--- src/rtl/rtq_pkg.sv ---
package rtq_pkg;

    // Width needed to hold a count from 0 up to n inclusive.
    function automatic int count_width(input int n);
        return (n < 1) ? 1 : $clog2(n + 1);
    endfunction

    // Three-input majority.
    function automatic logic maj3(input logic a, input logic b, input logic c);
        return (a & b) | (b & c) | (a & c);
    endfunction

endpackage

--- src/rtl/rtq_adder_cells.sv ---
module rtq_half_adder (
    input  logic a_i,
    input  logic b_i,
    output logic sum_o,
    output logic carry_o
);
    assign sum_o   = a_i ^ b_i;
    assign carry_o = a_i & b_i;
endmodule

module rtq_full_adder (
    input  logic a_i,
    input  logic b_i,
    input  logic c_i,
    output logic sum_o,
    output logic carry_o
);
    assign sum_o   = a_i ^ b_i ^ c_i;
    assign carry_o = rtq_pkg::maj3(a_i, b_i, c_i);
endmodule

--- src/rtl/rtq_popcount.sv ---
// Recursive tree of half and full adders that counts the ones in bits_i.
module rtq_popcount #(
    parameter int N = 9
) (
    input  logic [N-1:0]                     bits_i,
    output logic [rtq_pkg::count_width(N)-1:0] count_o
);
    localparam int CW = rtq_pkg::count_width(N);

    generate
        if (N == 1) begin : g_leaf1
            assign count_o = bits_i;
        end else if (N == 2) begin : g_leaf2
            logic s2, c2;
            rtq_half_adder u_ha (.a_i(bits_i[0]), .b_i(bits_i[1]), .sum_o(s2), .carry_o(c2));
            assign count_o = {c2, s2};
        end else if (N == 3) begin : g_leaf3
            logic s3, c3;
            rtq_full_adder u_fa (.a_i(bits_i[0]), .b_i(bits_i[1]), .c_i(bits_i[2]),
                                 .sum_o(s3), .carry_o(c3));
            assign count_o = {c3, s3};
        end else begin : g_split
            localparam int NL = N / 2;
            localparam int NR = N - NL;
            localparam int WL = rtq_pkg::count_width(NL);
            localparam int WR = rtq_pkg::count_width(NR);

            logic [WL-1:0] hi_cnt;
            logic [WR-1:0] lo_cnt;
            logic [WR-1:0] hi_ext;
            logic [WR:0]   carry;
            logic [WR-1:0] sum;

            rtq_popcount #(.N(NL)) u_hi (.bits_i(bits_i[N-1:NR]), .count_o(hi_cnt));
            rtq_popcount #(.N(NR)) u_lo (.bits_i(bits_i[NR-1:0]), .count_o(lo_cnt));

            assign hi_ext   = WR'(hi_cnt);
            assign carry[0] = 1'b0;

            for (genvar k = 0; k < WR; k++) begin : g_bit
                if (k == 0) begin : g_ha
                    rtq_half_adder u_ha (.a_i(hi_ext[k]), .b_i(lo_cnt[k]),
                                         .sum_o(sum[k]), .carry_o(carry[k+1]));
                end else begin : g_fa
                    rtq_full_adder u_fa (.a_i(hi_ext[k]), .b_i(lo_cnt[k]), .c_i(carry[k]),
                                         .sum_o(sum[k]), .carry_o(carry[k+1]));
                end
            end

            logic [WR:0] total;
            assign total   = {carry[WR], sum};
            assign count_o = total[CW-1:0];
        end
    endgenerate
endmodule

--- src/rtl/rtq_carry_chain.sv ---
// Produces only the carry out of z + ~r + 1, i.e. (z >= r) for unsigned operands.
module rtq_carry_chain #(
    parameter int W = 4
) (
    input  logic [W-1:0] z_i,
    input  logic [W-1:0] r_i,
    output logic         ge_o
);
    logic [W-1:0] r_n;
    logic [W:1]   c;

    assign r_n = ~r_i;

    generate
        for (genvar k = 0; k < W; k++) begin : g_stage
            if (k == 0) begin : g_lsb
                // Carry-in is the constant 1, so majority reduces to OR.
                assign c[1] = z_i[0] | r_n[0];
            end else begin : g_maj
                assign c[k+1] = rtq_pkg::maj3(z_i[k], r_n[k], c[k]);
            end
        end
    endgenerate

    assign ge_o = c[W];
endmodule

--- src/rtl/rank_threshold_quantizer.sv ---
module rank_threshold_quantizer #(
    parameter int N           = 9,
    parameter int PIPE_STAGES = 1
) (
    input  logic                                 clk,
    input  logic                                 rst_n,
    input  logic [N-1:0]                         slice_i,
    input  logic [rtq_pkg::count_width(N)-1:0]   rank_i,
    output logic                                 at_least_o
);
    localparam int W = rtq_pkg::count_width(N);

    logic [W-1:0] cnt_comb;
    logic [W-1:0] cnt_use;
    logic [W-1:0] rank_use;

    rtq_popcount #(.N(N)) u_tree (
        .bits_i  (slice_i),
        .count_o (cnt_comb)
    );

    generate
        if (PIPE_STAGES == 1) begin : g_pipe
            logic [W-1:0] cnt_q;
            logic [W-1:0] rank_q;

            always_ff @(posedge clk or negedge rst_n) begin
                if (!rst_n) begin
                    cnt_q  <= '0;
                    rank_q <= '0;
                end else begin
                    cnt_q  <= cnt_comb;
                    rank_q <= rank_i;
                end
            end

            assign cnt_use  = cnt_q;
            assign rank_use = rank_q;
        end else begin : g_comb
            assign cnt_use  = cnt_comb;
            assign rank_use = rank_i;
        end
    endgenerate

    rtq_carry_chain #(.W(W)) u_cmp (
        .z_i  (cnt_use),
        .r_i  (rank_use),
        .ge_o (at_least_o)
    );
endmodule

--- config.mk ---
export PLATFORM = sky130hd
export DESIGN_NAME = rank_threshold_quantizer
export DESIGN_NICKNAME = d
export VERILOG_FILES = /design/src/rtl/rtq_pkg.sv /design/src/rtl/rtq_adder_cells.sv /design/src/rtl/rtq_popcount.sv /design/src/rtl/rtq_carry_chain.sv /design/src/rtl/rank_threshold_quantizer.sv
export SDC_FILE = /design/constraint.sdc
export NUM_CORES = 1
export LEC_CHECK = 0
export BUFFER_PORTS_ARGS = -buffer_cell sky130_fd_sc_hd__buf_2
export CAP_MARGIN = 25
export CORE_AREA = 2 2 39 41
export CTS_BUF_LIST = sky130_fd_sc_hd__clkbuf_8
export DETAILED_ROUTE_END_ITERATION = 7
export DIE_AREA = 0 0 41 43
export GPL_TIMING_DRIVEN = 0
export SYNTH_ARGS = -nofsm -noshare
export SYNTH_HDL_FRONTEND = slang
export SYNTH_SLANG_ARGS = --single-unit
--- constraint.sdc ---
create_clock -name clk -period 2.6 [get_ports clk]
set_input_delay 0.26 -clock clk [delete_from_list [all_inputs] [get_ports clk]]
set_output_delay 0.26 -clock clk [all_outputs]
set_load 0.02 [all_outputs]
==> results_dict.tcl <==
set metrics [dict create \
    grt_pass1_vias 383 \
    setup_viol 0 \
    cts_sinks 8 \
    seq_area_frac_synth 0.4010 \
    syn_nets 65 \
    vias 359 \
    max-slew-margin-rel 0.8360 \
    clock-root-buffer "clkbuf_8" \
    fp.dieH_um 43 \
    synth_area_leader_cell "dfrtp_1" \
    cp.arrival_ns 2.43 \
    gp_congestion 0.6360 \
    status "finished clean" \
    powerDensity_nw_per_um2 692.8 \
    fin_util 0.4665 \
    core_um2 1384 \
    antenna_found_initial 0 \
    finalMaxSlewViolations 0 \
    overflow 0 \
    netlist_instances 39 \
    pin_count 16 \
    drc 0 \
    crit_type "in2reg" \
    fp.dieW_um 41 \
    post_drt_wl_per_cell_um 9.905 \
    max-cap-violations 0 \
    num_rows 14 \
    hp-start "rank_i[2]" \
    cp_common_cell "fa_1" \
    start_util 0.3608 \
    synth-warning-count 0 \
    track_usage 0.1228 \
    synth_top_family_by_area "adder cells" \
    diodes 0 \
    crit_slowest_cell "fa_1" \
    synth_mux_area_frac 0 \
    final_common_cell "buf_2" \
    layout-drive-gt1-share 0.3103 \
    ir_drop_uv 254.6 \
    timing.fmax_mhz 427.5 \
    synth_compound_gate_area_share 0.03258 \
    startpoint_type "input pin" \
    synth-adder-area-share 0.3509 \
    cts_buffers 3 \
    cp.required_ns 2.69 \
    hp-class "in2reg" \
    area_growth_pct 29.32 \
    die_area_um2 1763 \
    path_buf_inv 3 \
    viasPerCell 4.851 \
    path_cells "buf_2 > fa_1 > ha_1 > inv_1 > fa_1 > fa_1 > inv_1 > fa_1" \
    synth.top_cell.area_share 0.4010 \
    syn_area_per_cell_um2 12.80 \
    grt_max_degree 9 \
    slowest_delay_ns 0.53 \
    crit_fanout 1 \
    first_pass_iters 1 \
    period_minus_slack_ns 2.339 \
    total_power_mw 0.4473 \
    layout.nets 86 \
    grt_pass1_wl_mm 1.366 \
    clock_path_buffers 2 \
    ys_types 15 \
    io_buffers 15 \
    cp_top_family "adder cells" \
    cts_max_level 1 \
    rsz0062_at_grt "false" \
    synth-simple-area-share 0.1479 \
    drtAntennaViolNets 0 \
    hold_slack_ns 0.1471 \
    ctsResizeCount 0 \
    final.setup.tns_ns 0 \
    hold_viol 0 \
    period_share 0.8996 \
    drt_iter0_drc 0 \
    cp-end-kind "flip-flop" \
    worst_pin_slew_ns 0.2426 \
    clkSlewWorstSetupHoldPaths_ns 0.04 \
    synth_area_um2 499.2 \
    cts_tree "built" \
    p_leak_nw 0.3400 \
    synth_area_leaders "dfrtp_1 40%, fa_1 20%, ha_1 15%" \
    ys_ff_latch 8 \
    post-dp-hpwl_um 649.1 \
    cp-startpoint "slice_i[0]" \
    synth_xor_area_frac 0 \
    mostFrequentLayoutCells "15 x buf_2, 9 x inv_1, 8 x dfrtp_1" \
    routed_wirelength_um 733 \
]
power by group:
part	total [mW]	switching, mW	internal, mW
combinational	0.130	0.0650	0.0650
clock	0.138	0.0386	0.0994
sequential	0.179	0.0244	0.155
per-layer routing:
metal  wire length [µm]  global-route usage  share of wire
met5                  0                   0              0
met4                 19              0.1200          0.026
met3                 35             0.03141          0.048
met2                421              0.2031           0.57
met1                256              0.1062           0.35
timing repair:
action / 4_1_cts / 5_1_grt
buffers inserted: 0 / 0
hold buffers: 1 / 0
endpoints found under the hold margin: 8 / 0
cell families after synthesis:
logic type,count (synthesis)
compound gates,2
simple gates,9
buf+inv,9
flops,8
fa+ha+maj,11
metrics by stage:
step | setup slack [ns] | cell area [µm²] | cells
after floorplan | 0.2201 | 499.2 | 39
after global placement | 0.05714 | 594.3 | 70
after detailed placement | 0.005856 | 594.3 | 70
after CTS | 0.2435 | 645.6 | 74
after global routing | 0.1557 | 645.6 | 74
final | 0.2610 | 645.6 | 74
state kept, by name, indices dropped and copies added (netlist names):
name           count
cnt_use            4
g_pipe.rank_q      4
layout make-up:
class	instances	area [µm²]
Tap cell	16	20.02
Fill cell	142	738.2
Timing Repair Buffer	16	85.08
Multi-Input combinational cell	22	265.3
Clock buffer	3	41.29
Inverter	9	33.78
Sequential cell	8	200.2
final timing paths:
path,slack [ns],endpoint,cells after the start
max,0.26,cnt_use[2],8
min,0.15,g_pipe.rank_q[2],1
max in group asynchronous,2.04,cnt_use[1],2
min in group asynchronous,0.40,cnt_use[0],2
synthesized netlist by cell type:
master,instances
fa_1,5
inv_1,9
nand3b_1,1
nor2b_1,1
dfrtp_1,8
ha_1,6
nor4bb_1,1
or4b_1,1
nand2b_1,1
nor3b_1,1
a211o_1,1
o31ai_1,1
nand4_1,1
or4bb_1,1
nand4b_1,1
Note: power is estimated with default switching activity, not from simulation.
